File: src/rtl/addr_latch_pkg.sv
package addr_latch_pkg;
  typedef enum logic [1:0] {
    MODE_WRITE = 2'd0,
    MODE_HOLD  = 2'd1,
    MODE_DEMUX = 2'd2,
    MODE_CLEAR = 2'd3
  } alm_mode_t;
endpackage

File: src/rtl/alm_mode_dec.sv
module alm_mode_dec
  import addr_latch_pkg::*;
(
  input  logic      wr_n,
  input  logic      clr_n,
  output alm_mode_t mode
);
  always_comb begin
    unique case ({clr_n, wr_n})
      2'b10:   mode = MODE_WRITE;
      2'b11:   mode = MODE_HOLD;
      2'b00:   mode = MODE_DEMUX;
      default: mode = MODE_CLEAR;
    endcase
  end
endmodule

File: src/rtl/alm_onehot.sv
module alm_onehot #(
  parameter int ADDR_W = 3,
  localparam int N_OUT = 1 << ADDR_W
) (
  input  logic [ADDR_W-1:0] sel,
  output logic [N_OUT-1:0]  hit
);
  for (genvar i = 0; i < N_OUT; i++) begin : g_hit
    assign hit[i] = (sel == ADDR_W'(i));
  end
endmodule

File: src/rtl/alm_cell.sv
module alm_cell
  import addr_latch_pkg::*;
(
  input  logic      clk,
  input  logic      rst,
  input  alm_mode_t mode,
  input  logic      hit,
  input  logic      din,
  output logic      q
);
  always_ff @(posedge clk) begin
    if (rst) begin
      q <= 1'b0;
    end else begin
      unique case (mode)
        MODE_WRITE: if (hit) q <= din;
        MODE_HOLD:  q <= q;
        MODE_DEMUX: q <= hit & din;
        MODE_CLEAR: q <= 1'b0;
        default:    q <= q;
      endcase
    end
  end
endmodule

File: src/rtl/addr_latch_demux.sv
module addr_latch_demux
  import addr_latch_pkg::*;
#(
  parameter int ADDR_W = 3,
  localparam int N_OUT = 1 << ADDR_W
) (
  input  logic              clk,
  input  logic              rst,
  input  logic              wr_n,
  input  logic              clr_n,
  input  logic [ADDR_W-1:0] sel,
  input  logic              din,
  output logic [N_OUT-1:0]  q
);
  alm_mode_t         mode;
  logic [N_OUT-1:0]  hit;

  alm_mode_dec u_mode (.wr_n(wr_n), .clr_n(clr_n), .mode(mode));

  alm_onehot #(.ADDR_W(ADDR_W)) u_hit (.sel(sel), .hit(hit));

  for (genvar i = 0; i < N_OUT; i++) begin : g_cell
    alm_cell u_cell (
      .clk(clk), .rst(rst), .mode(mode), .hit(hit[i]), .din(din), .q(q[i])
    );
  end


  reset_zero_chk: assert property (@(posedge clk) rst |=> (q == '0));


  write_hit_chk: assert property (@(posedge clk) disable iff (rst)
    (!wr_n && clr_n) |=> (q[$past(sel)] == $past(din)));


  write_keep_chk: assert property (@(posedge clk) disable iff (rst)
    (!wr_n && clr_n) |=> (((q ^ $past(q)) & ~$past(hit)) == '0));


  hold_stable_chk: assert property (@(posedge clk) disable iff (rst)
    (wr_n && clr_n) |=> $stable(q));


  demux_onehot_chk: assert property (@(posedge clk) disable iff (rst)
    (!wr_n && !clr_n) |=> ($countones(q) <= 1 && q[$past(sel)] == $past(din)));


  clear_zero_chk: assert property (@(posedge clk) disable iff (rst)
    (wr_n && !clr_n) |=> (q == '0));


  addr_step_chk: assert property (@(posedge clk) disable iff (rst)
    (!wr_n && clr_n && $past(!wr_n && clr_n) && !$past(rst))
      |-> ($countones(sel ^ $past(sel)) <= 1));
endmodule

File: config.mk
export PLATFORM = sky130hd
export DESIGN_NAME = addr_latch_demux
export DESIGN_NICKNAME = d
export VERILOG_FILES = /design/src/rtl/addr_latch_pkg.sv /design/src/rtl/alm_mode_dec.sv /design/src/rtl/alm_onehot.sv /design/src/rtl/alm_cell.sv /design/src/rtl/addr_latch_demux.sv
export SDC_FILE = /design/constraint.sdc
export NUM_CORES = 1
export LEC_CHECK = 0
export ABC_AREA = 1
export BUFFER_PORTS_ARGS = -buffer_cell sky130_fd_sc_hd__buf_2
export CELL_PAD_IN_SITES_DETAIL_PLACEMENT = 0
export CELL_PAD_IN_SITES_GLOBAL_PLACEMENT = 2
export CORE_AREA = 2 2 47 49
export CTS_CLUSTER_DIAMETER = 30
export CTS_CLUSTER_SIZE = 28
export DETAILED_ROUTE_END_ITERATION = 16
export DIE_AREA = 0 0 49 51
export PLACE_DENSITY = 0.82
export SLEW_MARGIN = 20
export SYNTH_ARGS = -nofsm -noshare
export SYNTH_HDL_FRONTEND = slang
export SYNTH_SLANG_ARGS = --single-unit
File: constraint.sdc
create_clock -name clk -period 1.05 [get_ports clk]
set_input_delay 0.0525 -clock clk [delete_from_list [all_inputs] [get_ports clk]]
set_output_delay 0.0525 -clock clk [all_outputs]
set_load 0.01 [all_outputs]
After elaboration in Yosys (flattened, before gate mapping) --
Cells that the tools add are included.
Operators by class: bitwise operators 9, reduce and logical (&&, ||, !) cells 11, multiplexer cells 17, equal/unequal tests 20
Operators by type and width (number):
- 1-bit case mux with 3 select lines | 8
- 2-bit by 1-bit != test with 1-bit output, second input constant | 8
- 2-bit AND reduction | 8
- 3-bit equality test, second input constant | 4
- 1-bit AND | 8
- 2-bit equality test, second input constant | 4
- 1-bit 2-to-1 mux | 8
- 3-bit by 2-bit equality test with 1-bit output, second input constant | 2
- 2-bit case mux with 3 select lines | 1
- 2-bit zero test | 2
- 3-bit by 1-bit equality test with 1-bit output, second input constant | 1
- 3-bit zero test | 1
- 2-bit by 1-bit equality test with 1-bit output, second input constant | 1
- 1-bit NOT | 1
Storage, ports and cells: bits of input ports 8, bits in registers 8, logic and storage cells 65

Depth between registers and ports, before layout --
Gate-level depths: netlist of the first run.
depth in word-level cells 5, mapped depth 5, gate-level depth less buffers 5

Hierarchy --
From an unflattened synthesis of the first run, not the netlist that was laid out.
Unflattened totals: cell total of the unflattened synthesis 113, area total of the unflattened synthesis 564.3 sq um
By module, submodules not included:
- alm_cell | cells an instance 12, instances 8, area each 62.6 sq um
- alm_onehot | cells an instance 15, instances 1, area each 56.3 sq um
- alm_mode_dec | cells an instance 2, instances 1, area each 7.5 sq um

Least setup slack after synthesis of the first run --
No wires, ideal clock.
kind register to register, from register g_cell[7].u_cell.q (netlist name), to register g_cell[7].u_cell.q, clock period less this slack 0.626 ns, required time 0.935 ns, setup time 0.115 ns, arrival time 0.510 ns, stages on the path, launching flop included 4, slack 0.424 ns, cell sequence dfxtp_1 nand2_1 a21boi_1 nor2_1
RTL lines:
- to (signal assigned) | line alm_cell.sv:16 | MODE_WRITE: if (hit) q <= din;
- to (signal assigned) | line alm_cell.sv:17 | MODE_HOLD: q <= q;
- to (signal assigned) | line alm_cell.sv:18 | MODE_DEMUX: q <= hit & din;
- to (decl) | line alm_cell.sv:9 | output logic q

Worst setup path in the final report of the first run --
from register g_cell[1].u_cell.q, to output q[1]
RTL lines:
- from (decl) | line alm_cell.sv:9
- from (signal assigned) | line alm_cell.sv:16
- from (signal assigned) | line alm_cell.sv:17
- from (signal assigned) | line alm_cell.sv:18
- to (decl) | line addr_latch_demux.sv:13 | output logic [N_OUT-1:0] q
No word-level cell between the ends.

==> Flow_metrics.wiki, run 1 <==
{| class="wikitable"
! Metric !! Value
|-
| Total clock buffers created by CTS || 3
|-
| RSZ-0062 raised after global routing || false
|-
| Average cell area after synthesis || 6.943 um^2
|-
| Worst Path Class, Setup || reg2out
|-
| Slowest cell on crit path || sky130_fd_sc_hd__dfxtp_1
|-
| Pin count of the biggest net entering global routing || 9
|-
| Detail Route Antenna Nets || 0
|-
| Initial DRC count || 5
|-
| Flip-flop and latch count after synthesis || 8
|-
| Setup Skew || 0 ns
|-
| Initial antenna violation count || 0
|-
| Share of Yosys cell area claimed by the top area cell type || 32.49%
|-
| Detailed-route vias per instance || 4.148
|-
| WP buf/inv || 1
|-
| Final design utilization || 27.17%
|-
| Post-CTS Setup Bufs || 0
|-
| Remaining routing DRC violations || 0
|-
| Netlist area before placement || 493.0 um^2
|-
| Number of top-level pins || 16
|-
| Proportion of synthesized chip area in sequential cells || 32.49%
|-
| Final Slew Violations || 0
|-
| CP Capture Type || output port
|-
| Synth Net Count || 79
|-
| # port buffers || 15
|-
| Top flop regs || g_cell.u_cell.q (8)
|-
| Vias after detailed routing || 448
|-
| Fin Setup TNS || 0 ns
|-
| Req. time, crit path || 1.00 ns
|-
| Clock root buffer || sky130_fd_sc_hd__clkbuf_4
|-
| Actual transition at the worst max-transition pin || 0.2535 ns
|-
| Clock Path Buffers || 2
|-
| Worst min-delay path class || in2reg
|-
| Worst slew margin relative to its limit || 83.08%
|-
| Final Total Pwr || 0.6598 mW
|-
| Final net count || 90
|-
| Register ranked first by flip-flop count || g_cell.u_cell.q
|-
| RR Startpoint || g_cell[5].u_cell.q$_SDFFE_PP0P_
|-
| Maxcap violations || 0
|-
| Combinational fraction of design power || 15.4%
|-
| Clock tree from TritonCTS || yes
|-
| Cells after synthesis || 71
|-
| Global route total overflow || 0
|-
| Cell type group with the largest total delay on the critical path || flip-flops
|-
| Worst EP arrival || 0.72 ns
|-
| Fraction of layout instances using a drive strength above 1 || 31.25%
|-
| Die X || 49 um
|-
| Top achievable clock speed || 1301 MHz
|-
| Starting density of the core || 23.89%
|-
| Main area contributors after synthesis || sky130_fd_sc_hd__dfxtp_1 (32%), sky130_fd_sc_hd__nand2_1 (13%), sky130_fd_sc_hd__buf_4 (12%)
|-
| Total power density per cell area || 1177 nW/um^2
|-
| Number of hold violations in the final report || 0
|-
| Warning count from the yosys run || 0
|-
| Count of standard-cell rows || 17
|-
| Sum of net half-perimeters after detailed placement || 744.1 um
|-
| Pleak || 0.2794 nW
|-
| Run status || complete, no violations
|-
| H-tree depth reported by CTS || 1
|-
| Portion of total power attributed to sequential cells || 47.6%
|-
| Cells resized by post-CTS repair || 0
|-
| Worst Min Path Start || rst
|-
| RD Place Congestion || 0.6411
|-
| Library cell with the largest summed area after synthesis || sky130_fd_sc_hd__dfxtp_1
|-
| Power Internal || 0.4786 mW
|-
| Total of endpoints with negative setup slack in the final report || 0
|-
| Mean routed wirelength per cell || 9.361 um
|-
| Tcrit/Tclk final || 73.20%
|-
| Number of clock sinks || 8
|-
| Area growth from synthesis to layout || 13.71%
|-
| Core region area || 2063 um^2
|-
| Flip-flop count of the largest register, all copies and words added || 8
|-
| WL final || 1.011 mm
|-
| Crit-path max FO || 2
|-
| Highest-count cells in the layout ignoring fill and taps || sky130_fd_sc_hd__nand2_1 (17), sky130_fd_sc_hd__buf_2 (15), sky130_fd_sc_hd__nor2_1 (9)
|-
| Number of unique standard cell types used by synthesis || 12
|-
| Number of hold buffers added after CTS || 0
|-
| Post-route minimum period || 0.7686 ns
|-
| Total inserted antenna cells || 0
|-
| Die area || 2499 um^2
|-
| Crit path from || g_cell[1].u_cell.q$_SDFFE_PP0P_
|-
| Cell-by-cell listing of the critical path || buf_2
|-
| Clock slew at the register clock pins of the worst setup and hold paths || 0.06 ns
|-
| Net Sw Frac || 27.47%
|-
| Power dissipated by switching net loads || 0.1812 mW
|-
| Largest voltage drop on the vdd net || 315.6 uV
|-
| Global-route wire length before repair || 1.842 mm
|-
| Category of the worst setup path launch point || flip-flop
|-
| Most common library cell in the layout ignoring fill and taps || sky130_fd_sc_hd__nand2_1
|-
| Iteration count of the initial detailed-routing pass || 2
|-
| Critical Path Max Stage Delay || 0.33 ns
|-
| Die height || 51 um
|-
| Source-to-sink clock delay at the later pin of the worst-skew pair || 0.25 ns
|-
| Overall track demand over capacity in global routing || 10.04%
|-
| Share of power burned in the clock network || 37.0%
|-
| Number of fill cells || 251
|-
| Number of global-route vias before repair || 431
|}
-- worst paths after layout --
check	endpoint	depth (start not counted)	slack, ns
worst min register to register	g_cell[6].u_cell.q$_SDFFE_PP0P_	4	0.57
worst max register to register	g_cell[5].u_cell.q$_SDFFE_PP0P_	4	0.39
worst min-delay path	g_cell[2].u_cell.q$_SDFFE_PP0P_	4	0.15
worst max-delay path	q[1]	1	0.28
-- per-layer routing --
metal	GRT usage [%]	wire (um)	vias up
li1	-	-	231
met2	16.44	440	13
met3	2.339	59	4
met1	10.52	492	200
met4	10.00	19	0
met5	0	0	-
-- synth_stat cells --
cell                       count
sky130_fd_sc_hd__buf_2         1
sky130_fd_sc_hd__a21boi_1      6
sky130_fd_sc_hd__nand2_1      17
sky130_fd_sc_hd__inv_1         4
sky130_fd_sc_hd__buf_4         8
sky130_fd_sc_hd__a21oi_1       2
sky130_fd_sc_hd__nor2_4        4
sky130_fd_sc_hd__clkinv_1      1
sky130_fd_sc_hd__dfxtp_1       8
sky130_fd_sc_hd__inv_2         3
sky130_fd_sc_hd__nand3_1       8
sky130_fd_sc_hd__nor2_1        9
-- logic make-up after synthesis --
group	after synthesis	synth area share [%]
compound gates	8	11.17
simple gates	38	37.05
flops	8	32.49
buf+inv	17	19.29
-- through the flow --
step | cell area (um^2) | setup slack, ns | hold WS, ns | instances
6_report | 560.5 | 0.2814 | 0.1528 | 108
5_1_grt | 560.5 | 0.2341 | 0.1697 | 108
4_1_cts | 560.5 | 0.2723 | 0.1519 | 108
3_5_place_dp | 538.0 | 0.3091 | 0.4298 | 105
3_3_place_gp | 538.0 | 0.3187 | 0.4305 | 105
2_1_floorplan | 493.0 | 0.4245 | 0.2661 | 71
-- final cells by class --
class | instances | area (um^2) | area share, %
Inverter | 8 | 30.03 | 5.357
Sequential cell | 8 | 160.2 | 28.57
Clock buffer | 3 | 22.52 | 4.018
Tap cell | 28 | 35.03 | 6.250
Multi-Input combinational cell | 46 | 237.7 | 42.41
Timing Repair Buffer | 15 | 75.07 | 13.39
-- power groups by stage --
stage / Sequential, mW / Combinational, mW / Clock, mW
after floorplan: 0.320 / 0.0726 / 0
after global placement: 0.321 / 0.102 / 0
after detailed placement: 0.321 / 0.103 / 0
after CTS: 0.314 / 0.104 / 0.255
after global routing: 0.315 / 0.115 / 0.282
final: 0.314 / 0.101 / 0.244
(Power assumes the default switching activity.)
==> run 2, diff against run 1 <==
--- a/config.mk
+++ b/config.mk
@@ -9,12 +9,12 @@
 export BUFFER_PORTS_ARGS = -buffer_cell sky130_fd_sc_hd__buf_2
 export CELL_PAD_IN_SITES_DETAIL_PLACEMENT = 0
 export CELL_PAD_IN_SITES_GLOBAL_PLACEMENT = 2
-export CORE_AREA = 2 2 47 49
+export CORE_AREA = 2 2 49 51
 export CTS_CLUSTER_DIAMETER = 30
 export CTS_CLUSTER_SIZE = 28
 export DETAILED_ROUTE_END_ITERATION = 16
-export DIE_AREA = 0 0 49 51
-export PLACE_DENSITY = 0.82
+export DIE_AREA = 0 0 51 53
+export PLACE_DENSITY = 0.76
 export SLEW_MARGIN = 20
 export SYNTH_ARGS = -nofsm -noshare
 export SYNTH_HDL_FRONTEND = slang
==> constraint.sdc (replaced) <==
create_clock -name clk -period 0.8 [get_ports clk]
set_input_delay 0.04 -clock clk [delete_from_list [all_inputs] [get_ports clk]]
set_output_delay 0.04 -clock clk [all_outputs]
set_load 0.01 [all_outputs]
==> run 2 against run 1 <==
Flip-flop and latch count did not move. Clock skew did not move. Clock-buffer cell count did not move. Critical path type unchanged. Highest routed layer unchanged.
==> Flow_metrics.wiki, run 2 (synthesized netlist as in run 1, its figures left out) <==
{| class="wikitable"
! Metric !! Value
|-
| Global-route wire length before repair || 1.738 mm (-5.6%)
|-
| Share of power burned in the clock network || 38.0% (+1.0 points)
|-
| Maxcap violations || 0 (unchanged)
|-
| Source-to-sink clock delay at the later pin of the worst-skew pair || 0.26 ns (about the same)
|-
| Core region area || 2148 um^2 (+4.1%)
|-
| Worst Path Class, Setup || reg2out
|-
| Number of global-route vias before repair || 413 (-4.2%)
|-
| Hold Worst Slack || 0.1318 ns (-0.02093 ns)
|-
| Iteration count of the initial detailed-routing pass || 3 (+1)
|-
| Vias after detailed routing || 434 (-3.1%)
|-
| Combinational fraction of design power || 15.2% (-0.2 points)
|-
| RR Startpoint || g_cell[4].u_cell.q$_SDFFE_PP0P_
|-
| Cell-by-cell listing of the critical path || buf_2
|-
| Worst EP arrival || 0.73 ns (about the same)
|-
| Net Sw Frac || 28.55% (+1.1 points)
|-
| Die X || 51 um (+4.1%)
|-
| Final net count || 90 (unchanged)
|-
| Req. time, crit path || 0.76 ns (-0.24 ns)
|-
| Mean routed wirelength per cell || 9.676 um (+3.4%)
|-
| Setup Skew || 0 ns (unchanged)
|-
| Post-route minimum period || 0.7684 ns
|-
| Final Slew Violations || 0 (unchanged)
|-
| CP Capture Type || output port
|-
| Worst min-delay path class || in2reg
|-
| Crit path from || g_cell[0].u_cell.q$_SDFFE_PP0P_
|-
| Die area || 2703 um^2 (+8.2%)
|-
| RSZ-0062 raised after global routing || false
|-
| Top achievable clock speed || 1301 MHz
|-
| Clock root buffer || sky130_fd_sc_hd__clkbuf_4
|-
| Post-CTS Setup Bufs || 0 (unchanged)
|-
| Flip-flop count of the largest register, all copies and words added || 8 (unchanged)
|-
| Slowest cell on crit path || sky130_fd_sc_hd__dfxtp_1
|-
| Crit-path max FO || 2 (unchanged)
|-
| Detail Route Antenna Nets || 0 (unchanged)
|-
| Run status || complete, no violations
|-
| Register ranked first by flip-flop count || g_cell.u_cell.q
|-
| Total of endpoints with negative setup slack in the final report || 0 (unchanged)
|-
| Number of hold violations in the final report || 0 (unchanged)
|-
| Remaining routing DRC violations || 0 (unchanged)
|-
| Pin count of the biggest net entering global routing || 9 (unchanged)
|-
| H-tree depth reported by CTS || 1 (unchanged)
|-
| Portion of total power attributed to sequential cells || 46.9% (-0.7 points)
|-
| Count of standard-cell rows || 17 (unchanged)
|-
| Actual transition at the worst max-transition pin || 0.2592 ns (+0.005701 ns)
|-
| Clock Path Buffers || 2 (unchanged)
|-
| Starting density of the core || 22.95% (-0.95 points)
|-
| WL final || 1.045 mm (+3.4%)
|-
| Cell type group with the largest total delay on the critical path || flip-flops
|-
| RD Place Congestion || 0.6985 (+9.0%)
|-
| Global route total overflow || 0 (unchanged)
|-
| Detailed-route vias per instance || 4.019 (-3.1%)
|-
| WP buf/inv || 1 (unchanged)
|-
| Clock slew at the register clock pins of the worst setup and hold paths || 0.06 ns (about the same)
|-
| Worst Min Path Start || rst
|-
| Die height || 53 um (+3.9%)
|-
| Fin Setup TNS || 0 ns (unchanged)
|-
| Number of clock sinks || 8 (unchanged)
|-
| Most common library cell in the layout ignoring fill and taps || sky130_fd_sc_hd__nand2_1
|-
| Power dissipated by switching net loads || 0.2515 mW (+39%)
|-
| Top flop regs || g_cell.u_cell.q (8)
|-
| Overall track demand over capacity in global routing || 9.287% (-0.76 points)
|-
| Tcrit/Tclk final || 96.05%
|-
| Area after detailed placement || 538.0 um^2 (unchanged)
|-
| Final Instance Area || 563.0 um^2 (+0.45%)
|-
| Final design utilization || 26.21% (-0.96 points)
|-
| Clock tree from TritonCTS || yes
|-
| Critical Path Max Stage Delay || 0.33 ns (about the same)
|-
| Total clock buffers created by CTS || 3 (unchanged)
|-
| # port buffers || 15 (unchanged)
|-
| Number of fill cells || 248 (-1.2%)
|-
| Category of the worst setup path launch point || flip-flop
|-
| Sum of net half-perimeters after detailed placement || 787.2 um (+5.8%)
|-
| Total inserted antenna cells || 0 (unchanged)
|-
| Worst slew margin relative to its limit || 82.70% (-0.38 points)
|-
| Total power density per cell area || 1564 nW/um^2 (+33%)
|-
| Number of top-level pins || 16 (unchanged)
|-
| Power Internal || 0.6293 mW (+32%)
|-
| Initial antenna violation count || 0 (unchanged)
|-
| Pleak || 0.2804 nW (+0.34%)
|-
| Initial DRC count || 3 (-2)
|-
| Fraction of layout instances using a drive strength above 1 || 33.75% (+2.5 points)
|-
| Area growth from synthesis to layout || 14.21%
|-
| Largest voltage drop on the vdd net || 411.1 uV (+30%)
|-
| Highest-count cells in the layout ignoring fill and taps || sky130_fd_sc_hd__nand2_1 (17), sky130_fd_sc_hd__buf_2 (15), sky130_fd_sc_hd__nor2_1 (9)
|}
run 2: power by group through the flow:
stage	sequential [mW]	clock (mW)	combinational [mW]
floorplan	0.420	0	0.0952
global placement	0.421	0	0.136
detailed placement	0.421	0	0.136
CTS	0.413	0.337	0.136
global route	0.414	0.365	0.152
finish	0.413	0.334	0.134
run 2: path summary, 6_finish.rpt:
path | cells past startpoint | slack (ns) | endpoint
max reg2reg | 3 | 0.12 | g_cell[4].u_cell.q$_SDFFE_PP0P_
min | 4 | 0.13 | g_cell[2].u_cell.q$_SDFFE_PP0P_
min reg2reg | 4 | 0.56 | g_cell[5].u_cell.q$_SDFFE_PP0P_
max | 1 | 0.03 | q[0]
run 2: layout make-up:
cell class | instances | area (um^2) | area share [%]
repair buffers | 15 | 75.07 | 13.33
inverters | 8 | 30.03 | 5.333
well taps | 28 | 35.03 | 6.222
multi-input cells | 46 | 237.7 | 42.22
flip-flops and latches | 8 | 162.7 | 28.89
clock buffers | 3 | 22.52 | 4.000
run 2: per-stage QoR:
stage               setup slack, ns  power (mW)  instances
finish                      0.03163      0.8808        108
global route               0.001725      0.9303        108
CTS                         0.01917      0.8863        108
detailed placement          0.07359      0.5575        105
global placement            0.07171      0.5568        105
floorplan                    0.1745      0.5157         71
run 2: repair_timing:
action                                 CTS  global route
gates resized for setup                  0             2
setup endpoints to repair                0             2
hold buffers                             0             0
endpoints found under the hold margin    0             0
run 2: metal layers:
layer / vias to the layer above / part of all wire (%) / track usage (%)
li1: 235 / - / -
met1: 180 / 47 / 10.70
met2: 14 / 42 / 13.42
met3: 5 / 5.3 / 2.542
met4: 0 / 5.1 / 9.459
met5: - / 0 / 0
